<file path="config.mk">
export PLATFORM = sky130hd
export DESIGN_NAME = ldfmt_top
export DESIGN_NICKNAME = d
export VERILOG_FILES = /design/src/rtl/ldfmt_pkg.sv /design/src/rtl/ldfmt_align_chk.sv /design/src/rtl/ldfmt_lane_sel.sv /design/src/rtl/ldfmt_extend.sv /design/src/rtl/ldfmt_top.sv
export SDC_FILE = /design/constraint.sdc
export NUM_CORES = 1
export LEC_CHECK = 0
export ABC_AREA = 1
export BUFFER_PORTS_ARGS = -buffer_cell sky130_fd_sc_hd__buf_4
export CORE_MARGIN = 2
export CORE_UTILIZATION = 45
export DETAILED_ROUTE_END_ITERATION = 8
export PLACE_DENSITY = 0.7
export SLEW_MARGIN = 20
export SYNTH_ARGS = -nofsm -noshare
export SYNTH_HDL_FRONTEND = slang
export SYNTH_SLANG_ARGS = --single-unit
</file>
<file path="constraint.sdc">
create_clock -name clk -period 3.9 [get_ports clk]
set_clock_uncertainty 0.2 [all_clocks]
set_input_delay 0.39 -clock clk [delete_from_list [all_inputs] [get_ports clk]]
set_output_delay 0.39 -clock clk [all_outputs]
set_load 0.005 [all_outputs]
</file>
<file path="src/rtl/ldfmt_pkg.sv">
package ldfmt_pkg;
  localparam int WORD_W  = 32;
  localparam int BYTE_W  = 8;
  localparam int HALF_W  = 2 * BYTE_W;
  localparam int LANES   = WORD_W / BYTE_W;
  localparam int HALVES  = WORD_W / HALF_W;
  localparam int OFS_W   = $clog2(LANES);

  typedef enum logic [1:0] {
    SZ_BYTE = 2'b00,
    SZ_HALF = 2'b01,
    SZ_WORD = 2'b10,
    SZ_RSVD = 2'b11
  } size_e;
endpackage

</file>
<file path="src/rtl/ldfmt_align_chk.sv">
module ldfmt_align_chk
  import ldfmt_pkg::*;
(
  input  logic [1:0]       size,
  input  logic [OFS_W-1:0] ofs,
  output logic             bad
);
  always_comb begin
    unique case (size_e'(size))
      SZ_BYTE: bad = 1'b0;
      SZ_HALF: bad = ofs[0];
      SZ_WORD: bad = |ofs;
      default: bad = 1'b1;
    endcase
  end
endmodule

</file>
<file path="src/rtl/ldfmt_lane_sel.sv">
module ldfmt_lane_sel
  import ldfmt_pkg::*;
(
  input  logic [WORD_W-1:0] word,
  input  logic [OFS_W-1:0]  ofs,
  output logic [BYTE_W-1:0] byte_val,
  output logic [HALF_W-1:0] half_val
);
  logic [BYTE_W-1:0] lane [LANES];
  logic [HALF_W-1:0] hlane [HALVES];

  // Lowest address occupies the most significant lane.
  for (genvar k = 0; k < LANES; k++) begin : g_byte
    assign lane[k] = word[WORD_W-1-BYTE_W*k -: BYTE_W];
  end
  for (genvar j = 0; j < HALVES; j++) begin : g_half
    assign hlane[j] = word[WORD_W-1-HALF_W*j -: HALF_W];
  end

  assign byte_val = lane[ofs];
  assign half_val = hlane[ofs[OFS_W-1]];
endmodule

</file>
<file path="src/rtl/ldfmt_extend.sv">
module ldfmt_extend
  import ldfmt_pkg::*;
(
  input  logic [1:0]        size,
  input  logic              zpad,
  input  logic [BYTE_W-1:0] byte_val,
  input  logic [HALF_W-1:0] half_val,
  input  logic [WORD_W-1:0] word,
  output logic [WORD_W-1:0] value
);
  logic bfill;
  logic hfill;

  assign bfill = ~zpad & byte_val[BYTE_W-1];
  assign hfill = ~zpad & half_val[HALF_W-1];

  always_comb begin
    unique case (size_e'(size))
      SZ_BYTE: value = {{(WORD_W-BYTE_W){bfill}}, byte_val};
      SZ_HALF: value = {{(WORD_W-HALF_W){hfill}}, half_val};
      SZ_WORD: value = word;
      default: value = '0;
    endcase
  end
endmodule

</file>
<file path="src/rtl/ldfmt_top.sv">
module ldfmt_top
  import ldfmt_pkg::*;
#(
  parameter int ADDR_W  = 32,
  parameter bit OUT_REG = 1'b1
) (
  input  logic              clk,
  input  logic              rst_n,
  input  logic              in_valid,
  output logic              in_ready,
  input  logic [ADDR_W-1:0] in_addr,
  input  logic [1:0]        in_size,
  input  logic              in_unsigned,
  input  logic [WORD_W-1:0] in_word,
  output logic              out_valid,
  input  logic              out_ready,
  output logic [WORD_W-1:0] out_data,
  output logic              out_wen,
  output logic              out_exc,
  output logic [ADDR_W-1:0] out_badaddr
);
  logic              misal;
  logic [BYTE_W-1:0] sel_byte;
  logic [HALF_W-1:0] sel_half;
  logic [WORD_W-1:0] wide;

  logic [WORD_W-1:0] r_data;
  logic              r_wen;
  logic              r_exc;
  logic [ADDR_W-1:0] r_bad;

  ldfmt_align_chk u_align (
    .size (in_size),
    .ofs  (in_addr[OFS_W-1:0]),
    .bad  (misal)
  );

  ldfmt_lane_sel u_sel (
    .word     (in_word),
    .ofs      (in_addr[OFS_W-1:0]),
    .byte_val (sel_byte),
    .half_val (sel_half)
  );

  ldfmt_extend u_ext (
    .size     (in_size),
    .zpad     (in_unsigned),
    .byte_val (sel_byte),
    .half_val (sel_half),
    .word     (in_word),
    .value    (wide)
  );

  always_comb begin
    r_wen  = in_valid & ~misal;
    r_exc  = in_valid & misal;
    r_data = r_wen ? wide : '0;
    r_bad  = r_exc ? in_addr : '0;
  end

  if (OUT_REG) begin : g_reg
    logic              q_valid;
    logic [WORD_W-1:0] q_data;
    logic              q_wen;
    logic              q_exc;
    logic [ADDR_W-1:0] q_bad;

    assign in_ready = ~q_valid | out_ready;

    always_ff @(posedge clk) begin
      if (!rst_n) begin
        q_valid <= 1'b0;
        q_data  <= '0;
        q_wen   <= 1'b0;
        q_exc   <= 1'b0;
        q_bad   <= '0;
      end else if (in_ready) begin
        q_valid <= in_valid;
        q_data  <= r_data;
        q_wen   <= r_wen;
        q_exc   <= r_exc;
        q_bad   <= r_bad;
      end
    end

    assign out_valid   = q_valid;
    assign out_data    = q_data;
    assign out_wen     = q_wen;
    assign out_exc     = q_exc;
    assign out_badaddr = q_bad;
  end else begin : g_comb
    assign in_ready    = out_ready;
    assign out_valid   = in_valid;
    assign out_data    = r_data;
    assign out_wen     = r_wen;
    assign out_exc     = r_exc;
    assign out_badaddr = r_bad;
  end
endmodule

</file>
==> impl_metrics.json, run 1 <==
{
  "status": "finished clean",
  "synth-edff-count": 0,
  "yosysWarnings": 0,
  "htreeDepth": 3,
  "r2r_setup_slack_ns": 1.65,
  "internal_power_mw": 1.23,
  "antennaDiodeCount": 0,
  "synth.yosys.seq_area_share_pct": 37.1,
  "cts_tree": "done",
  "grt_overflow": 0,
  "core_um2": 7770,
  "combPwrFrac_pct": 17.4,
  "yosysTopAreaCell": "dfxtp_1",
  "fin_ws_ns": 1.43,
  "rsz0062_at_grt": "no",
  "grt_pass1_wl_um": 15200,
  "cts-hold-fix-buffers": 0,
  "route.detailed.drc": 0,
  "async_flop_share_pct": 0,
  "port_buffers": 138,
  "hpwlAfterDp_um": 6790,
  "cp_max_fo": 43,
  "postSynthAreaPerCell_um2": 7.42,
  "fp.dieW_um": 93.6,
  "track_usage_pct": 21.8,
  "required_ns": 3.31,
  "rows": 32,
  "firstDrtPassIters": 4,
  "numClockSinks": 67,
  "slew_headroom_pct": 29.1,
  "ant_nets": 0,
  "critPathCapture": "in_ready",
  "die_y_um": 93.6,
  "synth_cell_types": 22,
  "viasPerCell": 4.73,
  "period_minus_slack_ns": 2.47,
  "startpoint": "out_valid",
  "netlist_instances": 487,
  "cts_setup_buffers": 0,
  "syn_area_um2": 3620,
  "initial_core_util_pct": 46.6,
  "hold_violations": 0,
  "cts_inserted_buffers": 9,
  "clk_latency_ns": 0.34,
  "synth_commonest_cells": "nand2_1 (206), dfxtp_1 (67), a21oi_2 (39)",
  "grt_antenna_before_repair": 0,
  "syn2layout_area_growth_pct": 34.4,
  "cts_resized": 0,
  "min_period_over_period_pct": 63.2,
  "design.portCount": 139,
  "layout.nets": 683,
  "fmax_ghz": 0.406,
  "tightest_slew_ns": 1.06,
  "drtIter0Drc": 158,
  "maxCapViolCount": 0,
  "synth_top_area_share_pct": 37.1,
  "r2r-end": "out_exc",
  "setup_tns_ns": 0,
  "p_clk_share_pct": 40.1,
  "seqPwrFrac_pct": 42.5,
  "grt_pass1_vias": 3191,
  "num_vias": 3403,
  "switching_power_mw": 0.454,
  "dieArea_um2": 8770,
  "pre_cts_ws_ns": 1.46,
  "timing.rr.start": "out_valid",
  "synth_fp_nets": 558,
  "yosysMostFrequentCell": "nand2_1",
  "power_density_nw_per_um2": 346,
  "criticalPathCategory": "register to output pin",
  "cts_buffer_depth": 2,
  "setup_viol": 0,
  "synth-main-ff-cell": "dfxtp_1",
  "ys_seq_elements": 67,
  "reg2reg_depth": 5,
  "p_leak_nw": 2.38,
  "total_power_mw": 1.68,
  "start_kind": "register",
  "hp-class": "primary input to register",
  "place.gp.congestion": 0.897,
  "drt_wl_total_um": 9430,
  "placed_cell_area_um2": 4610,
  "p_sw_share_pct": 27.0,
  "hold_ws_ns": 0.0961,
  "synthTopCellsByArea": "dfxtp_1 (37%), nand2_1 (21%), nand2_4 (10%)",
  "min_path_cells": 3,
  "avgRoutedWirePerCell_um": 13.1,
  "ir_drop_mv": 0.185,
  "drive_above_1_share_pct": 42.6,
  "cts_root_buffer": "clkbuf_8",
  "clk_pin_slew_worst_paths_ns": 0.08,
  "crit_arrival_ns": 1.88,
  "grt_max_degree": 44,
  "worstSetupEndpointType": "output pin",
  "finalMaxSlewViolations": 0,
  "stdcell_area_um2": 4860
}
## power by group through the flow
stage                     clock (mW)  sequential (mW)  combinational [mW]
final                          0.676            0.716               0.292
after global routing           0.717            0.718               0.322
after floorplan                    0            0.732               0.169
after CTS                      0.689            0.715               0.291
after global placement             0            0.731               0.287
after detailed placement           0            0.731               0.290
## cell usage in the layout, fill, tap and decap left out
cell type     n
nor3_4        1
nor2_1        9
nand2_4      33
a22oi_1       1
inv_2        14
nand2_1     206
buf_6         1
o21ai_0       8
nor2_8        1
a21oi_2      39
nor2_4        4
inv_1        20
clkinvlp_4    2
a21oi_1      36
nand3_1       7
nand2_2      11
nand3_4       1
buf_4       141
clkbuf_8     11
dfxtp_1      67
bufinv_16     2
inv_6         1
o21ai_2       1
## worst min path at each step
| stage | from | to | slack (ns) |
|---|---|---|---|
| 2_1_floorplan | out_data[11] | out_data[11] | 0.26 |
| 3_3_place_gp | out_wen | out_wen | 0.25 |
| 3_5_place_dp | out_badaddr[31] | out_badaddr[31] | 0.26 |
| 4_1_cts | in_addr[27] | out_badaddr[27] | 0.09 |
| 5_1_grt | in_addr[7] | out_badaddr[7] | 0.09 |
| 6_report | in_addr[21] | out_badaddr[21] | 0.1 |
## per-stage QoR
step,cells,utilization (%)
global placement,702,59.4
detailed placement,702,59.4
CTS,718,62.4
floorplan,487,-
finish,719,62.6
global route,719,62.6
## worst max-delay path: stages (launching register included)
cell	delay [ns]
dfxtp_1	0.34
inv_1	0.07
nor2_4	0.78
inv_1	0.14
buf_4	0.19
## state kept, by name, summed over array words and instances (netlist names)
register and flops:
out_exc 1, out_data 32, out_badaddr 32, out_wen 1
out_valid 1
## routing by layer
metal / up-vias / routed length [µm] / GRT usage, %
met2: 110 / 4550 / 34.9
met1: 1515 / 4120 / 28.6
met3: 14 / 617 / 4.43
met5: - / 0 / 0
li1: 1764 / - / -
met4: 0 / 152 / 8.82
## cell families (layout without fill, tap and decap cells)
kind of cell | count (synthesis) | after routing | share of synthesized area, %
buffers and inverters | 62 | 192 | 8.72
AND/OR/NAND/NOR | 273 | 273 | 38.2
flip-flops | 67 | 67 | 37.1
AO/OA/AOI/OAI | 85 | 85 | 16.0
## cell type report
cell class / instances / area (µm²)
clock inverter: 5 / 83.8
tap: 102 / 128
fill: 743 / 2910
multi-input combinational: 358 / 1960
clock buffer: 11 / 151
timing repair buffer: 142 / 1070
sequential: 67 / 1340
inverter: 34 / 128
No activity file was read; power rests on OpenSTA's default activity.
==> run 2: changes to the inputs <==
==> constraint.sdc (replaced) <==
create_clock -name clk -period 2.6 [get_ports clk]
set_clock_uncertainty 0.2 [all_clocks]
set_input_delay 0.26 -clock clk [delete_from_list [all_inputs] [get_ports clk]]
set_output_delay 0.26 -clock clk [all_outputs]
set_load 0.005 [all_outputs]
==> impl_metrics.json, run 2 (synthesis results as in run 1) <==
{
  "grt_max_degree": 68,
  "hp-class": "primary input to register",
  "fp.dieW_um": 93.6,
  "cts_tree": "done",
  "grt_antenna_before_repair": 0,
  "crit_arrival_ns": 1.52,
  "critPathCapture": "in_ready",
  "p_leak_nw": 2.49,
  "clk_pin_slew_worst_paths_ns": 0.07,
  "start_kind": "register",
  "rows": 32,
  "min_period_over_period_pct": 76.0,
  "port_buffers": 138,
  "cp_cell_sequence": "inv_1 > nor2_4 > inv_1 > buf_4",
  "finalMaxSlewViolations": 0,
  "core_um2": 7770,
  "hpwlAfterDp_um": 6890,
  "layout_common_cells": "nand2_1 (206), buf_4 (142), dfxtp_1 (67)",
  "reg2reg_depth": 5,
  "drive_above_1_share_pct": 40.6,
  "cts_buffer_depth": 2,
  "grt_overflow": 0,
  "startpoint": "out_valid",
  "criticalPathCategory": "register to output pin",
  "r2r_setup_slack_ns": 0.73,
  "slowest_stage": "nor2_4",
  "design.portCount": 139,
  "setup_tns_ns": 0,
  "ir_drop_mv": 0.335,
  "power_density_nw_per_um2": 446,
  "final_common_cell": "nand2_1",
  "route.detailed.drc": 0,
  "critical_path.top_delay_family": "simple AND/OR/NAND/NOR gates",
  "crit_buf_inv": 3,
  "cts-hold-fix-buffers": 30,
  "grt_pass1_vias": 3437,
  "fill_cells": 696,
  "cts_root_buffer": "clkbuf_8",
  "grt_pass1_wl_um": 15900,
  "initial_core_util_pct": 46.6,
  "final_util_pct": 65.9,
  "viasPerCell": 4.75,
  "rsz0062_at_grt": "no",
  "required_ns": 2.14,
  "tightest_slew_ns": 0.591,
  "cts_resized": 0,
  "clk_latency_ns": 0.33,
  "place.gp.congestion": 0.952,
  "worstSetupEndpointType": "output pin",
  "drtIter0Drc": 183,
  "status": "finished clean",
  "hold_violations": 0,
  "fmax_ghz": 0.506,
  "htreeDepth": 3,
  "firstDrtPassIters": 5,
  "crit_top_cell": "inv_1",
  "cp_max_fo": 20,
  "antennaDiodeCount": 0,
  "worst-path-stages": 4,
  "num_vias": 3561,
  "syn2layout_area_growth_pct": 41.6,
  "cts_setup_buffers": 0,
  "die_y_um": 93.6,
  "hold_ws_ns": 0.0268,
  "slew_headroom_pct": 60.5,
  "layout.nets": 715,
  "setup_viol": 0,
  "critPathMaxStageDelay_ns": 0.46,
  "avgRoutedWirePerCell_um": 13.2,
  "track_usage_pct": 22.8,
  "timing.rr.start": "out_valid",
  "total_power_mw": 2.28,
  "period_minus_slack_ns": 1.98,
  "r2r-end": "out_badaddr[5]",
  "drt_wl_total_um": 9920,
  "cts_inserted_buffers": 9,
  "numClockSinks": 67,
  "maxCapViolCount": 0,
  "ant_nets": 0,
  "dieArea_um2": 8770
}
==> run 2: worst min-delay path by stage <==
stage	startpoint	slack, ns	depth (start not counted)	end
after floorplan	in_addr[22]	0.19	2	out_badaddr[22]
after global placement	out_badaddr[31]	0.25	2	out_badaddr[31]
after detailed placement	out_wen	0.26	2	out_wen
after CTS	in_addr[0]	0.01	3	out_badaddr[0]
after global routing	in_addr[0]	0.03	3	out_badaddr[0]
final	in_addr[0]	0.03	3	out_badaddr[0]
==> run 2: worst min-delay path, stage by stage <==
cell and delay [ns]:
buf_4 0.14, nand2_1 0.06, a21oi_1 0.05
==> run 2: layer usage <==
layer	vias up	wire length (µm)	global-route usage [%]
li1	1822	-	-
met1	1609	4270	28.8
met4	0	233	9.42
met5	-	0	0
met2	107	4960	38.1
met3	23	466	4.51
==> run 2: power by group <==
group          total [mW]  switching (mW)  internal, mW
clock network       0.728           0.391         0.337
logic               0.482           0.257         0.225
registers            1.07          0.0170          1.06
==> run 2: area by class of cell <==
type,count,area [µm²],share of cell area [%]
well taps,102,128,2.49
inverters,34,128,2.49
clock buffers,10,128,2.49
multi-input cells,358,1960,38.3
clock inverters,5,31.3,0.611
repair buffers,174,1410,27.5
flip-flops and latches,67,1340,26.2
==> run 2: per-stage QoR <==
stage               std cells  instance area, µm²  setup WS (ns)
floorplan                 487                3620           1.05
global placement          705                4660          0.748
detailed placement        705                4660          0.706
CTS                       750                5120          0.581
global route              750                5120          0.504
finish                    750                5120          0.623
